## src/rtl/pt_pkg.sv

```systemverilog
package pt_pkg;

    // Fault cause codes presented on fault_cause
    typedef enum logic [1:0] {
        CAUSE_NONE        = 2'b00,
        CAUSE_NOT_PRESENT = 2'b01,
        CAUSE_PROTECT     = 2'b10
    } fault_cause_e;

    // Controller states
    typedef enum logic [2:0] {
        ST_IDLE  = 3'd0,
        ST_ISSUE = 3'd1,
        ST_WAIT  = 3'd2,
        ST_DONE  = 3'd3,
        ST_FAULT = 3'd4
    } xlat_state_e;

endpackage

```

## src/rtl/pt_gen_counter.sv

```systemverilog
module pt_gen_counter #(
    parameter int GEN_W = 4
) (
    input  logic             clk,
    input  logic             rst_n,
    input  logic             flush,
    output logic [GEN_W-1:0] gen
);

    logic [GEN_W-1:0] gen_q;

    always_ff @(posedge clk or negedge rst_n) begin
        if (!rst_n) begin
            gen_q <= '0;
        end else if (flush) begin
            gen_q <= gen_q + 1'b1;
        end
    end

    assign gen = gen_q;

    AST_GEN_STEP: assert property (@(posedge clk) disable iff (!rst_n)
        flush |=> gen == $past(gen) + 1'b1);
    AST_GEN_STILL: assert property (@(posedge clk) disable iff (!rst_n)
        !flush |=> $stable(gen));

endmodule

```

## src/rtl/pt_va_split.sv

```systemverilog
module pt_va_split #(
    parameter int VA_W   = 32,
    parameter int OFF_W  = 12,
    parameter int ADDR_W = 32
) (
    input  logic [VA_W-1:0]       va,
    input  logic [ADDR_W-1:0]     pt_base,
    output logic [VA_W-OFF_W-1:0] vpn,
    output logic [OFF_W-1:0]      offset,
    output logic [ADDR_W-1:0]     pte_addr
);

    localparam int VPN_W = VA_W - OFF_W;
    localparam int PAD_W = ADDR_W - VPN_W - 2;

    assign vpn      = va[VA_W-1:OFF_W];
    assign offset   = va[OFF_W-1:0];
    // Four bytes per entry
    assign pte_addr = pt_base + {{PAD_W{1'b0}}, vpn, 2'b00};

endmodule

```

## src/rtl/pt_pte_decode.sv

```systemverilog
module pt_pte_decode
    import pt_pkg::*;
#(
    parameter int PTE_W = 32,
    parameter int PPN_W = 2,
    parameter int GEN_W = 4
) (
    input  logic [PTE_W-1:0] pte,
    input  logic [GEN_W-1:0] cur_gen,
    input  logic             is_write,
    output fault_cause_e     verdict,
    output logic [PPN_W-1:0] ppn
);

    localparam int PRESENT_BIT = 0;
    localparam int WRITE_BIT   = 1;
    localparam int PPN_LSB     = 2;
    localparam int GEN_LSB     = PPN_LSB + PPN_W;

    logic             present;
    logic             writable;
    logic [GEN_W-1:0] tag;

    always_comb begin
        present  = pte[PRESENT_BIT];
        writable = pte[WRITE_BIT];
        tag      = pte[GEN_LSB +: GEN_W];
        ppn      = pte[PPN_LSB +: PPN_W];
        if (!present || (tag != cur_gen)) begin
            verdict = CAUSE_NOT_PRESENT;
        end else if (is_write && !writable) begin
            verdict = CAUSE_PROTECT;
        end else begin
            verdict = CAUSE_NONE;
        end
    end

endmodule

```

## src/rtl/pt_translator.sv

```systemverilog
module pt_translator
    import pt_pkg::*;
#(
    parameter int VA_W   = 32,
    parameter int OFF_W  = 12,
    parameter int PA_W   = 14,
    parameter int PTE_W  = 32,
    parameter int ADDR_W = 32,
    parameter int GEN_W  = 4
) (
    input  logic                    clk,
    input  logic                    rst_n,
    input  logic                    flush,
    input  logic [ADDR_W-1:0]       pt_base,
    input  logic                    req,
    input  logic [VA_W-1:0]         va,
    input  logic                    wr,
    output logic                    done,
    output logic [PA_W-1:0]         pa,
    output logic                    fault,
    output logic [1:0]              fault_cause,
    output logic [VA_W-OFF_W-1:0]   fault_vpn,
    output logic                    mem_rd_valid,
    output logic [ADDR_W-1:0]       mem_rd_addr,
    input  logic                    mem_rd_ready,
    input  logic                    mem_rsp_valid,
    input  logic [PTE_W-1:0]        mem_rsp_data
);

    localparam int VPN_W = VA_W - OFF_W;
    localparam int PPN_W = PA_W - OFF_W;

    xlat_state_e state_q, state_d;

    logic [VPN_W-1:0]  vpn_w;
    logic [OFF_W-1:0]  off_w;
    logic [ADDR_W-1:0] addr_w;
    logic [GEN_W-1:0]  gen_w;
    fault_cause_e      verdict_w;
    logic [PPN_W-1:0]  ppn_w;

    logic [VPN_W-1:0]  vpn_q;
    logic [OFF_W-1:0]  off_q;
    logic [ADDR_W-1:0] addr_q;
    logic              wr_q;
    logic [PA_W-1:0]   pa_q;
    fault_cause_e      cause_q;

    logic take_req;
    logic rsp_seen;

    pt_va_split #(
        .VA_W   (VA_W),
        .OFF_W  (OFF_W),
        .ADDR_W (ADDR_W)
    ) u_split (
        .va       (va),
        .pt_base  (pt_base),
        .vpn      (vpn_w),
        .offset   (off_w),
        .pte_addr (addr_w)
    );

    pt_gen_counter #(
        .GEN_W (GEN_W)
    ) u_gen (
        .clk   (clk),
        .rst_n (rst_n),
        .flush (flush),
        .gen   (gen_w)
    );

    pt_pte_decode #(
        .PTE_W (PTE_W),
        .PPN_W (PPN_W),
        .GEN_W (GEN_W)
    ) u_decode (
        .pte      (mem_rsp_data),
        .cur_gen  (gen_w),
        .is_write (wr_q),
        .verdict  (verdict_w),
        .ppn      (ppn_w)
    );

    assign take_req = (state_q == ST_IDLE) && req;
    assign rsp_seen = (state_q == ST_WAIT) && mem_rsp_valid;

    // State register
    always_ff @(posedge clk or negedge rst_n) begin
        if (!rst_n) begin
            state_q <= ST_IDLE;
        end else begin
            state_q <= state_d;
        end
    end

    // Next-state logic
    always_comb begin
        state_d = state_q;
        unique case (state_q)
            ST_IDLE: begin
                if (req) state_d = ST_ISSUE;
            end
            ST_ISSUE: begin
                if (mem_rd_ready) state_d = ST_WAIT;
            end
            ST_WAIT: begin
                if (mem_rsp_valid) begin
                    state_d = (verdict_w == CAUSE_NONE) ? ST_DONE : ST_FAULT;
                end
            end
            ST_DONE: begin
                if (!req) state_d = ST_IDLE;
            end
            ST_FAULT: begin
                if (!req) state_d = ST_IDLE;
            end
            default: state_d = ST_IDLE;
        endcase
    end

    // Request capture and result registers
    always_ff @(posedge clk or negedge rst_n) begin
        if (!rst_n) begin
            vpn_q   <= '0;
            off_q   <= '0;
            addr_q  <= '0;
            wr_q    <= 1'b0;
            pa_q    <= '0;
            cause_q <= CAUSE_NONE;
        end else begin
            if (take_req) begin
                vpn_q  <= vpn_w;
                off_q  <= off_w;
                addr_q <= addr_w;
                wr_q   <= wr;
            end
            if (rsp_seen) begin
                cause_q <= verdict_w;
                pa_q    <= (verdict_w == CAUSE_NONE) ? {ppn_w, off_q} : '0;
            end
        end
    end

    // Outputs decoded from state
    always_comb begin
        done         = 1'b0;
        fault        = 1'b0;
        pa           = '0;
        fault_cause  = CAUSE_NONE;
        fault_vpn    = '0;
        mem_rd_valid = 1'b0;
        mem_rd_addr  = '0;
        unique case (state_q)
            ST_IDLE: begin
            end
            ST_ISSUE: begin
                mem_rd_valid = 1'b1;
                mem_rd_addr  = addr_q;
            end
            ST_WAIT: begin
            end
            ST_DONE: begin
                done = 1'b1;
                pa   = pa_q;
            end
            ST_FAULT: begin
                fault       = 1'b1;
                fault_cause = cause_q;
                fault_vpn   = vpn_q;
            end
            default: begin
            end
        endcase
    end

    AST_RESULT_ONEHOT: assert property (@(posedge clk) disable iff (!rst_n)
        !(done && fault));
    AST_FAULT_CAUSE: assert property (@(posedge clk) disable iff (!rst_n)
        fault |-> (fault_cause != 2'b00) && (pa == '0));
    AST_RD_HOLD: assert property (@(posedge clk) disable iff (!rst_n)
        (mem_rd_valid && !mem_rd_ready) |=> mem_rd_valid && $stable(mem_rd_addr));
    AST_NO_RD_WITH_RESULT: assert property (@(posedge clk) disable iff (!rst_n)
        (done || fault) |-> !mem_rd_valid);
    AST_RESULT_HOLD: assert property (@(posedge clk) disable iff (!rst_n)
        ((done || fault) && req) |=> $stable(done) && $stable(fault) && $stable(pa)
                                   && $stable(fault_cause) && $stable(fault_vpn));
    AST_RELEASE: assert property (@(posedge clk) disable iff (!rst_n)
        ((done || fault) && !req) |=> !done && !fault);
    AST_RESULT_AFTER_RSP: assert property (@(posedge clk) disable iff (!rst_n)
        (state_q == ST_WAIT && mem_rsp_valid) |=> (done || fault));

endmodule

```

## config.mk

```make
export PLATFORM = sky130hd
export DESIGN_NAME = pt_translator
export DESIGN_NICKNAME = d
export VERILOG_FILES = /design/src/rtl/pt_pkg.sv /design/src/rtl/pt_gen_counter.sv /design/src/rtl/pt_va_split.sv /design/src/rtl/pt_pte_decode.sv /design/src/rtl/pt_translator.sv
export SDC_FILE = /design/constraint.sdc
export NUM_CORES = 1
export LEC_CHECK = 0
export ABC_CLOCK_PERIOD_IN_PS = 1600
export BUFFER_PORTS_ARGS = -buffer_cell sky130_fd_sc_hd__buf_2
export CAP_MARGIN = 30
export CORE_MARGIN = 2
export CORE_UTILIZATION = 46
export CTS_CLUSTER_SIZE = 28
export DETAILED_ROUTE_END_ITERATION = 6
export GPL_ROUTABILITY_DRIVEN = 0
export PLACE_DENSITY = 0.77
export RECOVER_POWER = 50
export SLEW_MARGIN = 0
export SYNTH_ARGS = -nofsm -noshare
export SYNTH_HDL_FRONTEND = slang
export SYNTH_SLANG_ARGS = --single-unit
export TNS_END_PERCENT = 30
```

## constraint.sdc

```tcl
create_clock -name clk -period 1.6 [get_ports clk]
set_input_delay 0 -clock clk [delete_from_list [all_inputs] [get_ports clk]]
set_output_delay 0 -clock clk [all_outputs]
set_load 0.005 [all_outputs]
```

==> impl_metrics.env, run 1 <==
export IMPL_cts_root_buf="clkbuf_8"
export IMPL_ios=174
export IMPL_grt_pass1_wl_mm=24.36
export IMPL_drive_gt1_share_pct=37.70
export IMPL_core_region_area_sq_mm=0.01089
export IMPL_track_usage_pct=25.84
export IMPL_drt_drc_violations_left=0
export IMPL_cts_max_level=3
export IMPL_synthCells=612
export IMPL_ys_warn_count=0
export IMPL_nFillCells=746
export IMPL_start_util_pct=47.33
export IMPL_switching_share_pct=37.04
export IMPL_final_common_cell="nand2_1"
export IMPL_hold_viol=0
export IMPL_grt_overflow=0
export IMPL_synthArstFlopShare_pct=100.0
export IMPL_synth_edf_count=0
export IMPL_ys_types=56
export IMPL_final_cell_mix="nand2_1 (182), buf_2 (108), dfrtp_1 (88), buf_4 (69), buf_6 (51)"
export IMPL_synth_seq_cells=88
export IMPL_grt_max_degree=46
export IMPL_clock_skew_ns=0.01598
export IMPL_crit_top_cell="buf_6"
export IMPL_path_max_fanout=8
export IMPL_slowest_delay_ns=0.37
export IMPL_cts_buffers=9
export IMPL_reg2reg_depth=8
export IMPL_clock_sinks=88
export IMPL_synth_ff_type="dfrtp_1"
export IMPL_hold_end="addr_q[22]"
export IMPL_path_buf_inv=5
export IMPL_hold_slack_ns=0.01289
export IMPL_layout_nets=1006
export IMPL_hp_start="pt_base[22]"
export IMPL_rrSetupSlack_ns=0.03
export IMPL_p_switching_w=0.004065
export IMPL_rsz0062_at_grt="true"
export IMPL_path_cells="buf_6, clkinvlp_4, nor3_4, buf_6, clkbuf_16, and2_4, buf_6"
export IMPL_dpl_hpwl_mm=10.52
export IMPL_vias=5496
export IMPL_grt_pass1_vias=5449
export IMPL_setup_viol=73
export IMPL_postRouteAntennaNets=0
export IMPL_die_width_um=109.8
export IMPL_worstMarginPinSlew_ns=0.9042
export IMPL_critPathTopFamily="buffers and inverters"
export IMPL_p_leak_nw=4.037
export IMPL_clockBufferDepth=2
export IMPL_syn_to_final_growth_pct=56.76
export IMPL_syn_nets=737
export IMPL_slowest_stage="dfrtp_1"
export IMPL_finalCritPeriodShare_pct=113.2
export IMPL_rows=38
export IMPL_rr_startpoint="state_q[0]"
export IMPL_cp_arrival_ns=1.81
export IMPL_drv_cap=0
export IMPL_hold_path_class="input port to flip-flop"
export IMPL_power_density_mw_per_mm2=1358
export IMPL_io_buffers=149
export IMPL_slew_headroom_pct=39.72
export IMPL_power_share_clock_pct=16.8
export IMPL_worstSetupEndpointType="primary output"
export IMPL_worstHoldPathCells=3
export IMPL_combinationalPowerShare_pct=49.6
export IMPL_die_area_sq_mm=0.01207
export IMPL_cp_required_ns=1.60
export IMPL_drtPass1Iterations=5
export IMPL_max_clock_freq_mhz=552.0
export IMPL_slew_viol_final=0
export IMPL_avgSynthCellArea_sq_um=8.421
export IMPL_irDropWorstVdd_mv=0.6353
export IMPL_period_needed_ns=1.812
export IMPL_status="complete, but fails checks"
export IMPL_wl_per_cell_um=16.48
export IMPL_die_h_um=109.8
export IMPL_worstSetupPathType="flip-flop to primary output"
export IMPL_failed_checks="negative setup slack"
export IMPL_p_int_w=0.006909
export IMPL_clk_pin_slew_ns=0.10
export IMPL_vias_per_cell=5.352
export IMPL_post_place_ws_ns=-0.6376
export IMPL_seqPwrFrac_pct=33.6
export IMPL_start_kind="flip-flop"
export IMPL_fin_ws_ns=-0.2115
export IMPL_multi_input_area_sq_mm=0.003127
export IMPL_regArea_sq_mm=0.002202
export IMPL_ys_seq_area_share_pct=42.73
export IMPL_antenna_found_initial=1
export IMPL_drt_iter0_drc=411
export IMPL_rr_endpoint="state_q[0]"
export IMPL_syn_area_sq_mm=0.005154
export IMPL_cts_tree="done"
export IMPL_drt_wl_total_mm=16.93
export IMPL_clkLatencyLatePin_ns=0.37
repair_timing:
| action | 4_1_cts | 5_1_grt |
|---|---|---|
| buffers inserted | 9 | 9 |
| cloned | 3 | 2 |
| pin swaps | 19 | 39 |
| gates resized for setup | 38 | 100 |
| setup endpoints to repair | 91 | 115 |
| hold endpoints to repair | 123 | 0 |
| hold buffers | 48 | 0 |
worst register-to-register path: cells and delay by family, from the launching register on:
kind                   cells  cell delay, ns
AO/OA/AOI/OAI              2            0.36
buffers and inverters      4            0.52
flip-flops                 1            0.40
AND/OR/NAND/NOR            2            0.19
worst max path at each step:
stage | endpoint | depth (start not counted) | start
6_report | mem_rd_addr[31] | 7 | state_q[0]
5_1_grt | mem_rd_addr[30] | 7 | state_q[0]
4_1_cts | addr_q[26] | 11 | va[12]
3_5_place_dp | addr_q[26] | 11 | va[12]
3_3_place_gp | addr_q[26] | 11 | pt_base[2]
2_1_floorplan | addr_q[26] | 10 | pt_base[2]
state kept, by name (all words and copies together), names as in the netlist:
| name | cells |
|---|---|
| u_gen.gen | 4 |
| wr_q | 1 |
| off_q | 12 |
| pa_q | 14 |
| vpn_q | 20 |
| addr_q | 32 |
| state_q | 3 |
| cause_q | 2 |
Yosys cell counts (4+ instances only):
| master | number | area, sq um |
|---|---|---|
| nand2_1 | 183 | 686.9 |
| dfrtp_1 | 88 | 2202 |
| and2_1 | 74 | 462.9 |
| o21ai_0 | 51 | 255.2 |
| clkbuf_1 | 29 | 108.9 |
| a21oi_1 | 22 | 110.1 |
| ha_1 | 21 | 262.8 |
| xor2_1 | 17 | 148.9 |
| nor2_1 | 13 | 48.80 |
| xnor2_1 | 12 | 105.1 |
| nor3_1 | 9 | 45.04 |
| a21o_1 | 8 | 60.06 |
| and3_1 | 7 | 43.79 |
| inv_1 | 5 | 18.77 |
| nand3_1 | 5 | 25.02 |
| o21a_1 | 5 | 37.54 |
| nand4_1 | 4 | 25.02 |
stage by stage:
stage | util (%) | power, W | instance area [sq um] | setup TNS, ns | std cells
after floorplan | - | 0.005777 | 5202 | -1.446 | 612
after global placement | 60.70 | 0.007215 | 6609 | -8.100 | 942
after detailed placement | 60.70 | 0.007431 | 6609 | -9.057 | 942
after CTS | 69.96 | 0.009930 | 7617 | -5.761 | 1017
after global routing | 74.20 | 0.01166 | 8079 | -15.65 | 1027
final | 74.20 | 0.01097 | 8079 | -8.975 | 1027
power groups by stage:
| stage | Clock [W] | Combinational (W) | Sequential [W] |
|---|---|---|---|
| 2_1_floorplan | 0 | 0.00228 | 0.00350 |
| 6_report | 0.00185 | 0.00544 | 0.00368 |
| 5_1_grt | 0.00195 | 0.00593 | 0.00378 |
| 3_3_place_gp | 0 | 0.00360 | 0.00361 |
| 3_5_place_dp | 0 | 0.00378 | 0.00365 |
| 4_1_cts | 0.00186 | 0.00444 | 0.00363 |
layout make-up:
cell class	instances	area share, %
diodes	1	0.03097
clock buffers	10	1.704
clock inverters	6	1.177
inverters	5	0.2788
multi-input cells	489	38.70
flip-flops and latches	88	27.26
well taps	140	2.168
repair buffers	288	28.68
metal layers:
layer	GRT usage, %	wire length [um]	vias to the layer above
li1	-	-	2605
met1	30.88	6740	2639
met2	45.75	8867	214
met3	4.327	964	38
met4	10.67	355	0
met5	0	0	-
cells by family after synthesis:
group / after synthesis / share of synthesized area (%)
multiplexers: 4 / 0.8012
buffers and inverters: 35 / 2.573
flip-flops: 88 / 42.73
XOR/XNOR: 29 / 4.928
AND/OR/NAND/NOR: 316 / 28.99
AO/OA/AOI/OAI: 118 / 14.49
adder cells (fa/ha/maj): 22 / 5.487
(Power assumes the default switching activity.)
==> inputs of run 2 (changes only) <==
--- a/config.mk
+++ b/config.mk
@@ -5,15 +5,16 @@
 export SDC_FILE = /design/constraint.sdc
 export NUM_CORES = 1
 export LEC_CHECK = 0
-export ABC_CLOCK_PERIOD_IN_PS = 1600
+export ABC_CLOCK_PERIOD_IN_PS = 1900
 export BUFFER_PORTS_ARGS = -buffer_cell sky130_fd_sc_hd__buf_2
 export CAP_MARGIN = 30
 export CORE_MARGIN = 2
-export CORE_UTILIZATION = 46
+export CORE_UTILIZATION = 51
 export CTS_CLUSTER_SIZE = 28
 export DETAILED_ROUTE_END_ITERATION = 6
 export GPL_ROUTABILITY_DRIVEN = 0
-export PLACE_DENSITY = 0.77
+export GPL_TIMING_DRIVEN = 0
+export PLACE_DENSITY = 0.81
 export RECOVER_POWER = 50
 export SLEW_MARGIN = 0
 export SYNTH_ARGS = -nofsm -noshare
==> constraint.sdc (replaced) <==
create_clock -name clk -period 1.9 [get_ports clk]
set_input_delay 0 -clock clk [delete_from_list [all_inputs] [get_ports clk]]
set_output_delay 0 -clock clk [all_outputs]
set_load 0.005 [all_outputs]
==> impl_metrics.env, run 2 (synthesized netlist as in run 1, its figures left out) <==
export IMPL_worstSetupPathType="input port to flip-flop"
export IMPL_slew_viol_final=0
export IMPL_setup_viol=3
export IMPL_dpl_hpwl_mm=10.37
export IMPL_cp_arrival_ns=2.20
export IMPL_clock_skew_ns=0.01114
export IMPL_crit_cells=12
export IMPL_die_area_sq_mm=0.01093
export IMPL_layout_nets=949
export IMPL_critPathTopFamily="compound AO/OA/AOI/OAI gates"
export IMPL_period_needed_ns=1.952
export IMPL_rsz0062_at_grt="true"
export IMPL_largest_register_ffs=32
export IMPL_failed_checks="negative setup slack"
export IMPL_vias=5190
export IMPL_drt_wl_total_mm=14.86
export IMPL_power_w=0.007634
export IMPL_hold_viol=0
export IMPL_slew_headroom_pct=20.17
export IMPL_cp_required_ns=2.15
export IMPL_core_region_area_sq_mm=0.009774
export IMPL_clockBufferDepth=2
export IMPL_top_regs="addr_q x32, vpn_q x20, pa_q x14"
export IMPL_drt_iter0_drc=244
export IMPL_final_core_utilization_pct=71.12
export IMPL_top_register="addr_q"
export IMPL_status="complete, but fails checks"
export IMPL_slowest_stage="a2111oi_4"
export IMPL_path_cells="buf_8, ha_4, inv_2, fa_2, and2b_1, o2111ai_2, a21oi_2, nor3b_4, a2111oi_4, buf_4, mux2i_1, or2_1"
export IMPL_final_common_cell="nand2_1"
export IMPL_wl_per_cell_um=15.44
export IMPL_clk_pin_slew_ns=0.09
export IMPL_rows=36
export IMPL_hold_path_class="input port to flip-flop"
export IMPL_cts_tree="done"
export IMPL_ios=174
export IMPL_drive_gt1_share_pct=26.42
export IMPL_path_buf_inv=3
export IMPL_worstMarginPinSlew_ns=1.197
export IMPL_cts_max_level=3
export IMPL_die_h_um=104.5
export IMPL_grt_max_degree=69
export IMPL_start_kind="input port"
export IMPL_max_clock_freq_mhz=512.2
export IMPL_clock_sinks=88
export IMPL_reg2reg_depth=6
export IMPL_drv_cap=0
export IMPL_drtPass1Iterations=5
export IMPL_p_leak_nw=3.558
export IMPL_antenna_cells=0
export IMPL_antenna_found_initial=0
export IMPL_die_width_um=104.5
export IMPL_clkLatencyLatePin_ns=0.36
export IMPL_hold_slack_ns=0.02009
export IMPL_io_buffers=149
export IMPL_finalCritPeriodShare_pct=102.8
export IMPL_slowest_delay_ns=0.35
export IMPL_vias_per_cell=5.395
export IMPL_postRouteAntennaNets=0
export IMPL_worstSetupEndpointType="flip-flop"
export IMPL_power_density_mw_per_mm2=1098
export IMPL_fin_ws_ns=-0.05239
export IMPL_drt_drc_violations_left=0
export IMPL_cts_root_buf="clkbuf_8"
export IMPL_cts_buffers=9
export IMPL_worstHoldPathCells=3
export IMPL_grt_pass1_vias=5158
export IMPL_track_usage_pct=26.93
export IMPL_grt_overflow=0
export IMPL_grt_pass1_wl_mm=23.70
export IMPL_syn_to_final_growth_pct=34.89
export IMPL_path_max_fanout=3
export IMPL_start_util_pct=52.73
export IMPL_final_cell_mix="nand2_1 (182), buf_2 (149), dfrtp_1 (85), and2_1 (74), o21ai_0 (51)"
export IMPL_irDropWorstVdd_mv=0.4939
run 2: where the power goes:
| part | internal [W] | switching (W) |
|---|---|---|
| Combinational | 0.00136 | 0.00180 |
| Clock | 0.000651 | 0.000704 |
| Sequential | 0.00265 | 0.000464 |
run 2: path summary, 6_finish.rpt:
check                           slack, ns         end   startpoint
max in group asynchronous            0.31  state_q[2]        rst_n
worst max-delay path                -0.05  addr_q[26]       va[12]
worst min register to register       0.47    vpn_q[6]     vpn_q[6]
worst max register to register       0.03  addr_q[31]   state_q[0]
worst min-delay path                 0.02  addr_q[22]  pt_base[22]
min in group asynchronous            0.40   addr_q[1]        rst_n
run 2: what timing repair did:
| action | in CTS | in global routing |
|---|---|---|
| endpoints found under the hold margin | 136 | 0 |
| endpoints found under the setup margin | 140 | 115 |
| gates resized for setup | 27 | 24 |
| pin swaps | 0 | 9 |
| buffers inserted | 0 | 8 |
| hold buffers | 47 | 0 |
run 2: area by class of cell:
class                      count  area (sq um)
fill                         780          2823
inverter                       5         18.77
sequential                    88          2206
tap                          133         166.4
multi-input combinational    489          2922
timing repair buffer         205          1303
clock inverter                 6         66.31
clock buffer                  10         137.6
buffer                        26         132.6
run 2: routing by layer:
| metal | global-route usage (%) | share of wire, % | vias to the layer above |
|---|---|---|---|
| li1 | - | - | 2482 |
| met1 | 33.67 | 41 | 2432 |
| met2 | 45.56 | 49 | 228 |
| met3 | 5.013 | 6.5 | 48 |
| met4 | 11.58 | 3.3 | 0 |
| met5 | 0 | 0 | - |
run 2: worst reg2reg max path, stage by stage, from the launching register on:
cell      delay [ns]
dfrtp_2         0.44
buf_4           0.14
nor2_1          0.19
nand2_1         0.22
clkbuf_1        0.29
a211oi_1        0.34
o41ai_1         0.12
run 2: per-stage QoR:
stage	instances	setup WS (ns)	instance area [sq um]	setup TNS (ns)
finish	962	-0.05239	6952	-0.08082
global route	962	-0.07402	6952	-0.5811
CTS	955	-0.05611	6845	-0.1497
detailed placement	895	-0.4764	6117	-25.16
global placement	894	-0.3845	6087	-17.67
floorplan	612	-0.03485	5175	-0.03485
==> inputs of run 3 (changes only) <==
--- a/config.mk
+++ b/config.mk
@@ -14,8 +14,9 @@
 export DETAILED_ROUTE_END_ITERATION = 6
 export GPL_ROUTABILITY_DRIVEN = 0
 export GPL_TIMING_DRIVEN = 0
-export PLACE_DENSITY = 0.81
+export PLACE_DENSITY_LB_ADDON = 0.12
 export RECOVER_POWER = 50
+export SKIP_LAST_GASP = 1
 export SLEW_MARGIN = 0
 export SYNTH_ARGS = -nofsm -noshare
 export SYNTH_HDL_FRONTEND = slang
==> impl_metrics.env, run 3 (synthesized netlist as in run 1, its figures left out) <==
export IMPL_status="finished, final reports clean"
export IMPL_rr_startpoint="u_gen.gen[1]"
export IMPL_grt_pass1_wl_mm=23.55
export IMPL_slew_headroom_pct=27.42
export IMPL_cts_tree="done"
export IMPL_rows=36
export IMPL_drt_drc_violations_left=0
export IMPL_wl_per_cell_um=14.99
export IMPL_drv_cap=0
export IMPL_vias_per_cell=5.248
export IMPL_start_kind="input port"
export IMPL_dpl_hpwl_mm=10.08
export IMPL_clock_skew_ns=0.009820
export IMPL_nFillCells=797
export IMPL_vias=5064
export IMPL_cts_max_level=3
export IMPL_dp_cells=895
export IMPL_core_region_area_sq_mm=0.009774
export IMPL_hold_end="addr_q[25]"
export IMPL_worstSetupEndpointType="flip-flop"
export IMPL_worstHoldPathCells=3
export IMPL_track_usage_pct=26.81
export IMPL_grt_pass1_vias=5010
export IMPL_start_util_pct=52.73
export IMPL_clkLatencyLatePin_ns=0.37
export IMPL_cts_root_buf="clkbuf_8"
export IMPL_fin_ws_ns=0.002979
export IMPL_cts_buffers=9
export IMPL_grt_max_degree=70
export IMPL_worstMarginPinSlew_ns=1.089
export IMPL_fin_setup_tns_ns=0
export IMPL_cp_required_ns=2.16
export IMPL_power_w=0.007655
export IMPL_drtPass1Iterations=7
export IMPL_rsz0062_at_grt="true"
export IMPL_antenna_found_initial=0
export IMPL_top_register="addr_q"
export IMPL_worstSetupPathType="input port to flip-flop"
export IMPL_met3_length_um=798
export IMPL_grt_overflow=0
export IMPL_drive_gt1_share_pct=26.68
export IMPL_ios=174
export IMPL_p_leak_nw=3.561
export IMPL_hold_path_class="input port to flip-flop"
export IMPL_rr_endpoint="pa_q[8]"
export IMPL_wl_met2_mm=7.277
export IMPL_die_h_um=104.5
export IMPL_io_buffers=149
export IMPL_drt_met1_wl_mm=6.131
export IMPL_final_cell_mix="nand2_1 (183), buf_2 (148), dfrtp_1 (85), and2_1 (74), o21ai_0 (50)"
export IMPL_top_regs="addr_q x32, vpn_q x20, pa_q x14"
export IMPL_rrSetupSlack_ns=0.15
export IMPL_layoutNonFillerInstCount=965
export IMPL_critPathLaunch="va[12]"
export IMPL_top_layer="met4"
export IMPL_layout_nets=952
export IMPL_setup_viol=0
export IMPL_slew_viol_final=0
export IMPL_reg2reg_depth=5
export IMPL_drt_wl_total_mm=14.47
export IMPL_cp_arrival_ns=2.16
export IMPL_hold_viol=0
export IMPL_clockBufferDepth=2
export IMPL_max_clock_freq_mhz=527.1
export IMPL_clock_sinks=88
export IMPL_largest_register_ffs=32
export IMPL_irDropWorstVdd_mv=0.5635
export IMPL_clk_pin_slew_ns=0.09
export IMPL_period_needed_ns=1.897
export IMPL_post_place_ws_ns=-0.4136
export IMPL_postRouteAntennaNets=0
export IMPL_die_width_um=104.5
export IMPL_finalCritPeriodShare_pct=99.84
export IMPL_hp_start="pt_base[25]"
export IMPL_drt_iter0_drc=214
export IMPL_final_common_cell="nand2_1"
export IMPL_path_max_fanout=3
export IMPL_power_density_mw_per_mm2=1095
export IMPL_antenna_cells=0
export IMPL_syn_to_final_growth_pct=35.62
export IMPL_die_area_sq_mm=0.01093
==> run 3: cell types whose count changed in the layout (fill, tap and decap cells not counted), moves of 2 or more <==
cell and change:
clkbuf_2 +2, clkbuf_4 -2, clkinv_2 -2, dlygate4sd3_1 +2, inv_8 +2
==> run 3: layer usage <==
| layer | vias to the layer above | global-route usage [%] |
|---|---|---|
| met5 | - | 0 |
| met4 | 0 | 9.459 |
| met3 | 22 | 3.446 |
| met2 | 160 | 47.11 |
| met1 | 2396 | 33.84 |
| li1 | 2486 | - |
==> run 3: repair_timing <==
action	in CTS	in global routing
endpoints found under the setup margin	141	134
gates resized for setup	24	29
endpoints found under the hold margin	139	0
hold buffers	49	0
buffers inserted	0	8
pin swaps	0	8
==> run 3: critical path, cell delays in order <==
cell       delay, ns
buf_8           0.08
ha_4            0.13
inv_2           0.04
fa_2            0.37
and2b_1         0.22
o2111ai_2       0.15
a21oi_2         0.27
nor3b_4         0.09
a2111oi_4       0.34
buf_4           0.19
mux2i_1         0.07
or2_1           0.20
==> run 3: worst max path at each step <==
stage	end	cells past startpoint	slack, ns
2_1_floorplan	addr_q[26]	10	-0.03
3_3_place_gp	addr_q[26]	11	-0.39
3_5_place_dp	vpn_q[19]	8	-0.41
4_1_cts	pa_q[8]	6	-0.09
5_1_grt	fault_vpn[13]	5	-0.08
6_report	addr_q[26]	12	0.003
==> run 3: through the flow <==
stage	utilization, %	hold slack (ns)	cell area [sq um]
after floorplan	-	-0.2956	5175
after global placement	62.28	0.1927	6087
after detailed placement	62.58	-0.09276	6117
after CTS	70.19	0.002150	6860
after global routing	71.51	0.05867	6989
final	71.51	0.02383	6989
==> run 3: report_power, final <==
group          total (W)  internal, W  switching [W]  leakage [nW]
registers        0.00311      0.00265       0.000460          1.11
clock network    0.00140     0.000638       0.000759         0.104
logic            0.00315      0.00136        0.00178          2.35
==> run 3: area by class of cell <==
| class | count | area [sq um] | share of cell area, % |
|---|---|---|---|
| Buffer | 27 | 133.9 | 1.915 |
| Clock buffer | 9 | 123.9 | 1.772 |
| Clock inverter | 7 | 86.33 | 1.235 |
| Inverter | 5 | 18.77 | 0.2685 |
| Multi-Input combinational cell | 489 | 2932 | 41.94 |
| Sequential cell | 88 | 2206 | 31.56 |
| Tap cell | 133 | 166.4 | 2.381 |
| Timing Repair Buffer | 207 | 1323 | 18.92 |
